[src/rtl/lsq_cell_pkg.sv]
package lsq_cell_pkg;
  typedef enum logic [2:0] {
    ST_INIT,
    ST_FILL,
    ST_SEARCH,
    ST_COMMIT,
    ST_PRESET,
    ST_CONTRA
  } cell_state_e;
endpackage

[src/rtl/lsq_cell_bin.sv]
module lsq_cell_bin #(
  parameter int DEPTH = 4,
  parameter int CW    = 3,
  parameter int CNT_W = $clog2(DEPTH + 1)
) (
  input  logic                clk_i,
  input  logic                rst_ni,
  input  logic                load_i,
  input  logic [CNT_W-1:0]    load_cnt_i,
  input  logic [DEPTH*CW-1:0] load_colors_i,
  input  logic                rm_en_i,
  input  logic [CW-1:0]       rm_color_i,
  input  logic                commit_i,
  input  logic                guess_i,
  input  logic                restore_i,
  output logic [CNT_W-1:0]    cnt_o,
  output logic [CNT_W-1:0]    cnt_n_o,
  output logic [CW-1:0]       low_color_o
);

  logic [CW-1:0]    slot_q [DEPTH];
  logic [DEPTH-1:0] vld_q, save_q, hit, vld_n, low_oh, load_mask;

  for (genvar g = 0; g < DEPTH; g++) begin : g_slot
    assign hit[g]       = rm_en_i && vld_q[g] && (slot_q[g] == rm_color_i);
    assign load_mask[g] = (g < int'(load_cnt_i));
  end

  assign vld_n = vld_q & ~hit;

  always_comb begin
    cnt_o   = '0;
    cnt_n_o = '0;
    for (int i = 0; i < DEPTH; i++) begin
      cnt_o   = cnt_o + CNT_W'(vld_q[i]);
      cnt_n_o = cnt_n_o + CNT_W'(vld_n[i]);
    end
  end

  // lowest surviving lane wins
  always_comb begin
    low_color_o = '0;
    low_oh      = '0;
    for (int i = DEPTH - 1; i >= 0; i--) begin
      if (vld_n[i]) begin
        low_color_o = slot_q[i];
        low_oh      = '0;
        low_oh[i]   = 1'b1;
      end
    end
  end

  always_ff @(posedge clk_i or negedge rst_ni) begin
    if (!rst_ni) begin
      vld_q  <= '0;
      save_q <= '0;
    end else if (restore_i) begin
      vld_q  <= save_q;
      save_q <= '0;
    end else if (load_i) begin
      vld_q  <= load_mask;
      save_q <= '0;
    end else if (commit_i) begin
      vld_q <= '0;
      if (guess_i) save_q <= vld_n & ~low_oh;
    end else begin
      vld_q <= vld_n;
    end
  end

  always_ff @(posedge clk_i or negedge rst_ni) begin
    if (!rst_ni) begin
      for (int i = 0; i < DEPTH; i++) slot_q[i] <= '0;
    end else if (load_i && !restore_i) begin
      for (int i = 0; i < DEPTH; i++) slot_q[i] <= load_colors_i[i*CW +: CW];
    end
  end


  count_mono_chk: assert property (@(posedge clk_i) disable iff (!rst_ni)
    (!load_i && !restore_i) |=> (cnt_o <= $past(cnt_o)));

endmodule

[src/rtl/lsq_cell_bus.sv]
module lsq_cell_bus #(
  parameter int CW = 3
) (
  input  logic          clk_i,
  input  logic          rst_ni,
  input  logic          drive_i,
  input  logic [CW-1:0] color_i,
  input  logic          row_vld_i,
  input  logic [CW-1:0] row_color_i,
  input  logic          col_vld_i,
  input  logic [CW-1:0] col_color_i,
  output logic          row_vld_o,
  output logic [CW-1:0] row_color_o,
  output logic          col_vld_o,
  output logic [CW-1:0] col_color_o,
  output logic          rd_vld_o,
  output logic [CW-1:0] rd_color_o
);

  logic phase_q; // 0: row, 1: column

  always_ff @(posedge clk_i or negedge rst_ni) begin
    if (!rst_ni) phase_q <= 1'b0;
    else         phase_q <= ~phase_q;
  end

  assign rd_vld_o    = phase_q ? col_vld_i   : row_vld_i;
  assign rd_color_o  = phase_q ? col_color_i : row_color_i;
  assign row_vld_o   = drive_i && !phase_q;
  assign col_vld_o   = drive_i && phase_q;
  assign row_color_o = row_vld_o ? color_i : '0;
  assign col_color_o = col_vld_o ? color_i : '0;


  row_alt_chk: assert property (@(posedge clk_i) disable iff (!rst_ni)
    row_vld_o |=> !row_vld_o);


  col_alt_chk: assert property (@(posedge clk_i) disable iff (!rst_ni)
    col_vld_o |=> !col_vld_o);

endmodule

[src/rtl/lsq_cell_ctrl.sv]
module lsq_cell_ctrl
  import lsq_cell_pkg::*;
#(
  parameter int CW    = 3,
  parameter int CNT_W = 3
) (
  input  logic             clk_i,
  input  logic             rst_ni,
  input  logic             preset_vld_i,
  input  logic [CW-1:0]    preset_color_i,
  input  logic             fill_vld_i,
  input  logic [CNT_W-1:0] fill_cnt_i,
  input  logic             guess_i,
  input  logic             restore_i,
  input  logic             rd_vld_i,
  input  logic [CW-1:0]    rd_color_i,
  input  logic [CNT_W-1:0] cnt_n_i,
  input  logic [CW-1:0]    low_color_i,
  output cell_state_e      state_o,
  output logic [CW-1:0]    own_color_o,
  output logic             load_o,
  output logic             rm_en_o,
  output logic             commit_o,
  output logic             take_o,
  output logic             restore_o
);

  cell_state_e   state_q, state_d;
  logic [CW-1:0] own_q, own_d;

  assign restore_o = restore_i && (state_q inside {ST_FILL, ST_SEARCH, ST_COMMIT, ST_CONTRA});
  assign rm_en_o   = (state_q == ST_SEARCH) && rd_vld_i;

  always_comb begin
    state_d  = state_q;
    own_d    = own_q;
    load_o   = 1'b0;
    commit_o = 1'b0;
    take_o   = 1'b0;
    if (restore_o) begin
      state_d = ST_SEARCH;
    end else begin
      unique case (state_q)
        ST_INIT: begin
          if (preset_vld_i) begin
            state_d = ST_PRESET;
            own_d   = preset_color_i;
          end else begin
            state_d = ST_FILL;
          end
        end
        ST_FILL: begin
          if (fill_vld_i) begin
            if (fill_cnt_i == '0) begin
              state_d = ST_CONTRA;
            end else begin
              load_o  = 1'b1;
              state_d = ST_SEARCH;
            end
          end
        end
        ST_SEARCH: begin
          if (cnt_n_i == '0) begin
            state_d = ST_FILL;
          end else if (cnt_n_i == CNT_W'(1)) begin
            commit_o = 1'b1;
            own_d    = low_color_i;
            state_d  = ST_COMMIT;
          end else if (guess_i) begin
            commit_o = 1'b1;
            take_o   = 1'b1;
            own_d    = low_color_i;
            state_d  = ST_COMMIT;
          end
        end
        ST_COMMIT: begin
          if (rd_vld_i && rd_color_i == own_q) state_d = ST_CONTRA;
        end
        default: ;
      endcase
    end
  end

  always_ff @(posedge clk_i or negedge rst_ni) begin
    if (!rst_ni) begin
      state_q <= ST_INIT;
      own_q   <= '0;
    end else begin
      state_q <= state_d;
      own_q   <= own_d;
    end
  end

  assign state_o     = state_q;
  assign own_color_o = own_q;


  contra_hold_chk: assert property (@(posedge clk_i) disable iff (!rst_ni)
    (state_q == ST_CONTRA && !restore_i) |=> (state_q == ST_CONTRA));


  preset_hold_chk: assert property (@(posedge clk_i) disable iff (!rst_ni)
    (state_q == ST_PRESET) |=> (state_q == ST_PRESET && $stable(own_q)));

endmodule

[src/rtl/lsq_cell.sv]
module lsq_cell
  import lsq_cell_pkg::*;
#(
  parameter int COLOR_W   = 3,
  parameter int BIN_DEPTH = 4,
  localparam int CNT_W    = $clog2(BIN_DEPTH + 1),
  localparam int FILL_W   = BIN_DEPTH * COLOR_W
) (
  input  logic               clk_i,
  input  logic               rst_ni,
  input  logic               preset_vld_i,
  input  logic [COLOR_W-1:0] preset_color_i,
  input  logic               row_vld_i,
  input  logic [COLOR_W-1:0] row_color_i,
  input  logic               col_vld_i,
  input  logic [COLOR_W-1:0] col_color_i,
  input  logic               fill_vld_i,
  input  logic [CNT_W-1:0]   fill_cnt_i,
  input  logic [FILL_W-1:0]  fill_colors_i,
  input  logic               guess_i,
  input  logic               restore_i,
  output logic               row_vld_o,
  output logic [COLOR_W-1:0] row_color_o,
  output logic               col_vld_o,
  output logic [COLOR_W-1:0] col_color_o,
  output logic               fill_req_o,
  output logic               commit_o,
  output logic [COLOR_W-1:0] color_o,
  output logic               contra_o,
  output logic [CNT_W-1:0]   cand_cnt_o
);

  cell_state_e        state;
  logic [COLOR_W-1:0] own_color, rd_color, low_color;
  logic               rd_vld, load, rm_en, do_commit, take, restore;
  logic [CNT_W-1:0]   cnt_n;

  lsq_cell_bus #(.CW(COLOR_W)) u_bus (
    .clk_i       (clk_i),
    .rst_ni      (rst_ni),
    .drive_i     (commit_o),
    .color_i     (own_color),
    .row_vld_i   (row_vld_i),
    .row_color_i (row_color_i),
    .col_vld_i   (col_vld_i),
    .col_color_i (col_color_i),
    .row_vld_o   (row_vld_o),
    .row_color_o (row_color_o),
    .col_vld_o   (col_vld_o),
    .col_color_o (col_color_o),
    .rd_vld_o    (rd_vld),
    .rd_color_o  (rd_color)
  );

  lsq_cell_ctrl #(.CW(COLOR_W), .CNT_W(CNT_W)) u_ctrl (
    .clk_i          (clk_i),
    .rst_ni         (rst_ni),
    .preset_vld_i   (preset_vld_i),
    .preset_color_i (preset_color_i),
    .fill_vld_i     (fill_vld_i),
    .fill_cnt_i     (fill_cnt_i),
    .guess_i        (guess_i),
    .restore_i      (restore_i),
    .rd_vld_i       (rd_vld),
    .rd_color_i     (rd_color),
    .cnt_n_i        (cnt_n),
    .low_color_i    (low_color),
    .state_o        (state),
    .own_color_o    (own_color),
    .load_o         (load),
    .rm_en_o        (rm_en),
    .commit_o       (do_commit),
    .take_o         (take),
    .restore_o      (restore)
  );

  lsq_cell_bin #(.DEPTH(BIN_DEPTH), .CW(COLOR_W), .CNT_W(CNT_W)) u_bin (
    .clk_i         (clk_i),
    .rst_ni        (rst_ni),
    .load_i        (load),
    .load_cnt_i    (fill_cnt_i),
    .load_colors_i (fill_colors_i),
    .rm_en_i       (rm_en),
    .rm_color_i    (rd_color),
    .commit_i      (do_commit),
    .guess_i       (take),
    .restore_i     (restore),
    .cnt_o         (cand_cnt_o),
    .cnt_n_o       (cnt_n),
    .low_color_o   (low_color)
  );

  assign commit_o   = (state == ST_COMMIT) || (state == ST_PRESET);
  assign color_o    = commit_o ? own_color : '0;
  assign fill_req_o = (state == ST_FILL);
  assign contra_o   = (state == ST_CONTRA);


  commit_empty_chk: assert property (@(posedge clk_i) disable iff (!rst_ni)
    commit_o |-> (cand_cnt_o == '0));


  fill_load_chk: assert property (@(posedge clk_i) disable iff (!rst_ni)
    (fill_req_o && fill_vld_i && fill_cnt_i != '0 && !restore_i) |=>
      (cand_cnt_o != '0 && !fill_req_o));


  contra_quiet_chk: assert property (@(posedge clk_i) disable iff (!rst_ni)
    contra_o |-> (!row_vld_o && !col_vld_o));

endmodule

[config.mk]
export PLATFORM = sky130hd
export DESIGN_NAME = lsq_cell
export DESIGN_NICKNAME = d
export VERILOG_FILES = /design/src/rtl/lsq_cell_pkg.sv /design/src/rtl/lsq_cell_bin.sv /design/src/rtl/lsq_cell_bus.sv /design/src/rtl/lsq_cell_ctrl.sv /design/src/rtl/lsq_cell.sv
export SDC_FILE = /design/constraint.sdc
export NUM_CORES = 1
export LEC_CHECK = 0
export BUFFER_PORTS_ARGS = -buffer_cell sky130_fd_sc_hd__clkbuf_2
export CORE_MARGIN = 1
export CORE_UTILIZATION = 46
export DETAILED_ROUTE_END_ITERATION = 10
export GPL_ROUTABILITY_DRIVEN = 1
export PLACE_DENSITY = 0.71
export SYNTH_ARGS = -nofsm -noshare
export SYNTH_HDL_FRONTEND = slang
export SYNTH_SLANG_ARGS = --single-unit
[constraint.sdc]
create_clock -name clk_i -period 4.76 [get_ports clk_i]
set_input_delay 0.476 -clock clk_i [delete_from_list [all_inputs] [get_ports clk_i]]
set_output_delay 0.476 -clock clk_i [all_outputs]
set_load 0.05 [all_outputs]
==> metrics, run 1 <==
run status=finished, final reports clean; clock skew after layout=a little over 0.005 ns; Synth Cell Area=1822 sq um; biggest area consumer among synthesized cells=dfrtp_1; synthesized area per cell=a little under 10 sq um; number of cells produced by synthesis=187; aggregate global-route resource usage=20.83%; instance area at placement=2100 sq um; Filler Cells Inserted=350; Final min period=between 4 and 5 ns; post-cts sizing count=0; clock tree from TritonCTS=done; worst reg2reg path startpoint=u_ctrl.state_o[0]; number of H-tree levels=1; sum of negative setup slack=0 ns; initial cell density of the core=49.02%; maximum fanout encountered on the critical timing path=13; yosys warns=0; classification of the worst setup path=reg -> reg; Final #Nets=between 200 and 300; top achievable clock speed=about 230 MHz; Setup Fix Bufs, Post-CTS=0; type of destination of the critical path=register; Synth async-reset ratio=100.0%; data required time of the worst path=4.92 ns; Die Span Y=64.93 um; clock transition time at the flip-flop clock pins of the worst setup and hold paths=approximately 0.090 ns; sequential share of the synthesized area=approximately 36%; number of remaining DRC errors=0; number of I/O pins=49; largest net degree at the start of global routing=27; HPWL after DPL=between 3000 and 4000 um; number of synthesized flops with an enable pin=0; max-slew violation total from the final report=0; leakage power of the design=~1.0 nW; clock latency at the later pin of the worst-skew pair=0.27 ns; non-filler instance count after layout=282; Via Count=1514; total power divided by cell area=707.4 nW/um^2; number of antenna diodes=0; post-detailed-route wirelength per cell=approximately 14 um; number of violations of the max-capacitance limit=0; Worst Max-Slew Pin Slew=0.6913 ns; Worst Hold Slack=0.2117 ns; number of global-route vias before repair=approximately 1400; number of clock sinks=26; Cell Rows=22; total power=approximately 1.5 mW; endpoint of the worst register-to-register path=u_ctrl.own_color_o[1]; Routed WL=between 3000 and 4000 um; number of register bits inferred by synthesis=26; Register-to-Register Setup Slack=0.48 ns; Synth Flop Type=dfrtp_1; number of buffers inserted by port buffering=48; worst vdd rail ir drop=0.6301 mV; worst r2r path cells=13; Detailed Route Iter0 Violations=82; crit path setup slack, layout=0.4832 ns; maximum root-to-sink buffer count=2; post-placement cell count=278; area of the die=about 4200 sq um; number of nets still failing antenna checks after routing=0; clk root buf=clkbuf_8; class of the tightest hold or removal check=in -> async; launching instance or port of the critical path=u_ctrl.state_o[0]; hold violation count in the final report=0; Slew Limit Headroom=roughly 54%; number of distinct library cells after synthesis=between 40 and 50; total CTS buffers=3; core utilization of the finished layout=58.42%; layout overhead on the synthesized area=19.16%; setup-violating endpoint count in the final report=0; setup slack after placement=0.5081 ns; number of vias per cell=between 5 and 6; # hold bufs at CTS=0; Die Span X=~65 um; data arrival time at the worst-slack endpoint=4.44 ns; share of cells above drive strength 1=27.78%; number of optimization iterations in the first detailed-route pass=4; nature of the critical path startpoint=register; GR Overflow Total=0; final worst path period share=between 80% and 90%; top cell type's share of synthesized area=35.71%; unrepaired setup endpoints after global routing=no; biggest area contributors in the synthesized netlist=dfrtp_1 36%, xnor2_1 7.7%, mux2_1 7.4%, o41ai_4 4.5%, nand2_1 4.3%; Finished Cell Area=2171 sq um; Core ar.=3716 sq um; number of nets in the synthesized netlist=225; gpl congestion=0.8510; first-pass GRT wire length=6686 um; number of antenna violations at the first check in global routing=0
[worst max-delay path, stage by stage, from the launching register on]
cell      delay [ns]
dfrtp_1         0.52
nor3b_2         0.40
o21ai_1         0.32
o41ai_4         0.58
inv_2           0.11
ha_1            0.34
fa_1            0.44
ha_1            0.33
or3b_1          0.40
a211oi_1        0.25
o21ai_1         0.12
nand2_1         0.09
nand2_1         0.05
a211o_1         0.22
[Yosys cell counts (2+ instances only)]
master / instances
nor2b_1: 2
mux2_1: 12
nand4_1: 3
nand2_1: 21
o21ai_1: 8
inv_1: 3
nand3_1: 7
o21a_1: 2
o41ai_4: 3
or3b_1: 2
a211o_1: 3
and2_1: 4
inv_2: 5
a211oi_1: 4
fa_1: 2
o211ai_1: 3
mux2i_4: 2
ha_1: 4
a21oi_1: 9
dfrtp_1: 26
clkbuf_1: 4
o221ai_1: 2
nor2_1: 15
and3_1: 4
xnor2_1: 16
o21ai_0: 3
[flip-flops by register name (all words and copies together) (netlist names)]
signal	count
u_bus.phase_q	1
u_bin.vld_q	4
u_ctrl.own_color_o	3
u_bin.save_q	3
u_ctrl.state_o	3
u_bin.slot_q	12
[cell usage in the layout, fill, tap and decap left out, types with 3 or more instances in the layout]
| cell type | n |
|---|---|
| nand3_1 | 7 |
| o211ai_1 | 3 |
| and3_1 | 4 |
| a211o_1 | 3 |
| clkbuf_8 | 3 |
| dfrtp_1 | 26 |
| inv_2 | 5 |
| o21ai_1 | 8 |
| a211oi_1 | 4 |
| inv_1 | 3 |
| o21ai_0 | 3 |
| mux2_1 | 12 |
| nand2_1 | 21 |
| ha_1 | 4 |
| nand4_1 | 3 |
| clkbuf_2 | 48 |
| a21oi_1 | 9 |
| nor2_1 | 15 |
| o41ai_4 | 3 |
| and2_1 | 4 |
| xnor2_1 | 16 |
[worst max path at each step]
stage                                  to  slack, ns  cells past startpoint
floorplan           u_ctrl.own_color_o[0]       0.98                     13
detailed placement  u_ctrl.own_color_o[0]       0.51                     13
CTS                 u_ctrl.own_color_o[1]       0.46                     13
finish              u_ctrl.own_color_o[1]       0.48                     13
global route        u_ctrl.own_color_o[0]       0.16                     13
global placement    u_ctrl.own_color_o[0]       0.56                     13
[kinds of logic (layout without fill, tap and decap cells)]
family | count (synthesis) | count (layout) | share of synthesized area [%]
muxes | 16 | 16 | 11.19
adders and majority gates | 6 | 6 | 4.945
xor gates and xnor gates | 16 | 16 | 7.692
DFF | 26 | 26 | 35.71
and+or+nand+nor | 64 | 64 | 17.38
AOI/OAI and AO/OA | 45 | 45 | 19.78
buffers and inverters | 14 | 61 | 3.296
[layout make-up]
class                   instances  area, sq um  area share, %
flip-flops and latches         26        650.6          29.97
inverters                       8        30.03          1.383
clock inverters                 1        30.03          1.383
well taps                      48        60.06          2.767
clock buffers                   3        41.29          1.902
multi-input cells             147         1111          51.18
repair buffers                 49        247.7          11.41
[power by group]
| group | internal, mW | switching [mW] |
|---|---|---|
| clock | 0.113 | 0.0699 |
| combinational | 0.332 | 0.576 |
| sequential | 0.316 | 0.129 |
| total | 0.761 | 0.775 |
[layer usage]
metal	vias to the layer above	global-route usage (%)	share of wire [%]
met4	0	7.500	1.4
met3	5	2.641	5.9
met5	-	0	0
met1	688	27.30	46
met2	49	34.90	47
li1	772	-	-
Note: power is estimated with default switching activity, not from simulation.
==> inputs of run 2 (changes only) <==
--- a/config.mk
+++ b/config.mk
@@ -6,11 +6,13 @@
 export NUM_CORES = 1
 export LEC_CHECK = 0
 export BUFFER_PORTS_ARGS = -buffer_cell sky130_fd_sc_hd__clkbuf_2
+export CELL_PAD_IN_SITES_DETAIL_PLACEMENT = 2
+export CELL_PAD_IN_SITES_GLOBAL_PLACEMENT = 2
 export CORE_MARGIN = 1
-export CORE_UTILIZATION = 46
+export CORE_UTILIZATION = 32
 export DETAILED_ROUTE_END_ITERATION = 10
 export GPL_ROUTABILITY_DRIVEN = 1
-export PLACE_DENSITY = 0.71
+export PLACE_DENSITY_LB_ADDON = 0.1
 export SYNTH_ARGS = -nofsm -noshare
 export SYNTH_HDL_FRONTEND = slang
 export SYNTH_SLANG_ARGS = --single-unit
==> metrics, run 2 (same netlist as run 1, synthesis figures left out) <==
run status=finished, final reports clean; instance area at placement=2130 sq um (+1.4%); clock latency at the later pin of the worst-skew pair=0.28 ns (about the same); launching instance or port of the critical path=u_ctrl.state_o[1]; Via Count=1609 (+6.3%); worst reg2reg path startpoint=u_ctrl.state_o[1]; Slew Limit Headroom=42.77% (-11 points); unrepaired setup endpoints after global routing=no; data arrival time at the worst-slack endpoint=4.60 ns (+0.16 ns); leakage power of the design=1.046 nW (+0.19%); type of destination of the critical path=register; classification of the worst setup path=reg -> reg; non-filler instance count after layout=306 (+8.5%); most frequent standard cell in the layout excluding fill and tap cells=clkbuf_2; total CTS buffers=3 (unchanged); number of remaining DRC errors=0 (unchanged); initial cell density of the core=33.08% (-16 points); top library cells by usage in the layout, fill and taps aside=48 x clkbuf_2, 26 x dfrtp_1, 21 x nand2_1; Cell Rows=27 (+23%); clk root buf=clkbuf_8; first-pass GRT wire length=9045 um (+35%); Worst Max-Slew Pin Slew=0.8546 ns (+0.1634 ns); number of flip-flops in the largest register=12 (unchanged); area of the die=5999 sq um (+42%); Core ar.=5507 sq um (+48%); Final #Nets=273 (unchanged); number of nets still failing antenna checks after routing=0 (unchanged); Largest regs=u_bin.slot_q: 12 flops, u_bin.vld_q: 4 flops; number of antenna diodes=0 (unchanged); final worst path period share=92.96% (+3.1 points); maximum fanout encountered on the critical timing path=11 (-2); nature of the critical path startpoint=register; Detailed Route Iter0 Violations=42 (-49%); Die Span X=77.45 um (+19%); total power divided by cell area=730.4 nW/um^2 (+3.3%); sum of negative setup slack=0 ns (unchanged); number of antenna violations at the first check in global routing=0 (unchanged); register ranked first by flip-flop count=u_bin.slot_q; number of global-route vias before repair=1758 (+24%); number of optimization iterations in the first detailed-route pass=4 (unchanged); class of the tightest hold or removal check=in -> async; number of clock sinks=26 (unchanged); Setup Fix Bufs, Post-CTS=0 (unchanged); top achievable clock speed=226.0 MHz (-3.3%); number of violations of the max-capacitance limit=0 (unchanged); clock tree from TritonCTS=done; worst vdd rail ir drop=0.3599 mV (-43%); number of vias per cell=5.258 (-2.1%); post-placement cell count=302 (+8.6%); maximum root-to-sink buffer count=2 (unchanged); number of buffers inserted by port buffering=48 (unchanged); largest net degree at the start of global routing=27 (unchanged); data required time of the worst path=4.93 ns (about the same); max-slew violation total from the final report=0 (unchanged); setup-violating endpoint count in the final report=0 (unchanged); Die Span Y=77.45 um (+19%); number of H-tree levels=1 (unchanged); post-detailed-route wirelength per cell=17.89 um (+29%); HPWL after DPL=4538 um (+42%); hold violation count in the final report=0 (unchanged); Final min period=4.425 ns (+0.1482 ns); number of I/O pins=49 (unchanged); Finished Cell Area=2207 sq um (+1.7%); layout overhead on the synthesized area=21.15%; clock transition time at the flip-flop clock pins of the worst setup and hold paths=0.10 ns (about the same); post-cts sizing count=0 (unchanged); # hold bufs at CTS=0 (unchanged); share of cells above drive strength 1=27.78% (unchanged); Routed WL=5475 um (+40%); GR Overflow Total=0 (unchanged); aggregate global-route resource usage=19.52% (-1.3 points); gpl congestion=0.8742 (+2.7%); clock skew after layout=0.005420 ns (+0.0003834 ns)
==> run 2: cell counts in the layout (fill, tap and decap cells not counted) <==
No cell type changed its count.
==> run 2: critical path, stage by stage, from the launching register on <==
cell,delay [ns]
dfrtp_1,0.56
nor3b_4,0.37
o21ai_1,0.32
o41ai_4,0.59
inv_2,0.11
ha_1,0.33
fa_1,0.44
ha_1,0.33
or3b_1,0.41
a211oi_1,0.32
o21ai_1,0.14
nand2_1,0.09
nand2_1,0.07
a211o_1,0.23
==> run 2: per-stage QoR <==
stage	util [%]	total power, mW	setup slack [ns]	hold WS [ns]
6_report	40.08	1.612	0.3350	0.2207
5_1_grt	40.08	1.732	0.02775	0.2520
4_1_cts	39.97	1.632	0.1629	0.2359
3_5_place_dp	38.67	1.432	0.2001	0.4957
3_3_place_gp	38.67	1.372	0.4623	0.4894
2_1_floorplan	-	1.179	0.9813	0.1804
==> run 2: path summary, 6_finish.rpt <==
check / end / cells past startpoint / slack, ns
setup / recovery: u_ctrl.own_color_o[2] / 13 / 0.33
hold / removal: u_bus.phase_q / 1 / 0.22
setup reg to reg: u_ctrl.own_color_o[2] / 13 / 0.33
hold reg to reg: u_bin.vld_q[1] / 1 / 0.52
max in group asynchronous: u_bin.vld_q[3] / 1 / 4.09
min in group clk_i: u_bin.slot_q[1] / 2 / 0.40
==> run 2: cell type report <==
type	instances	area, sq um
multi-input cells	147	1117
clock inverters	1	30.03
fillers	610	3299
inverters	8	30.03
well taps	72	90.09
repair buffers	49	247.7
flip-flops and latches	26	650.6
clock buffers	3	41.29
==> run 2: layer usage <==
metal  vias up  GRT usage [%]  share of wire, %
li1        771              -                 -
met1       798          24.16                44
met2        35          36.02                53
met3         5          2.706               2.8
met4         0          3.396              0.64
met5         -              0                 0
==> run 2: report_power, final <==
part	internal, mW	total (mW)	switching [mW]
Clock	0.113	0.189	0.0765
Sequential	0.315	0.459	0.144
Combinational	0.340	0.963	0.624
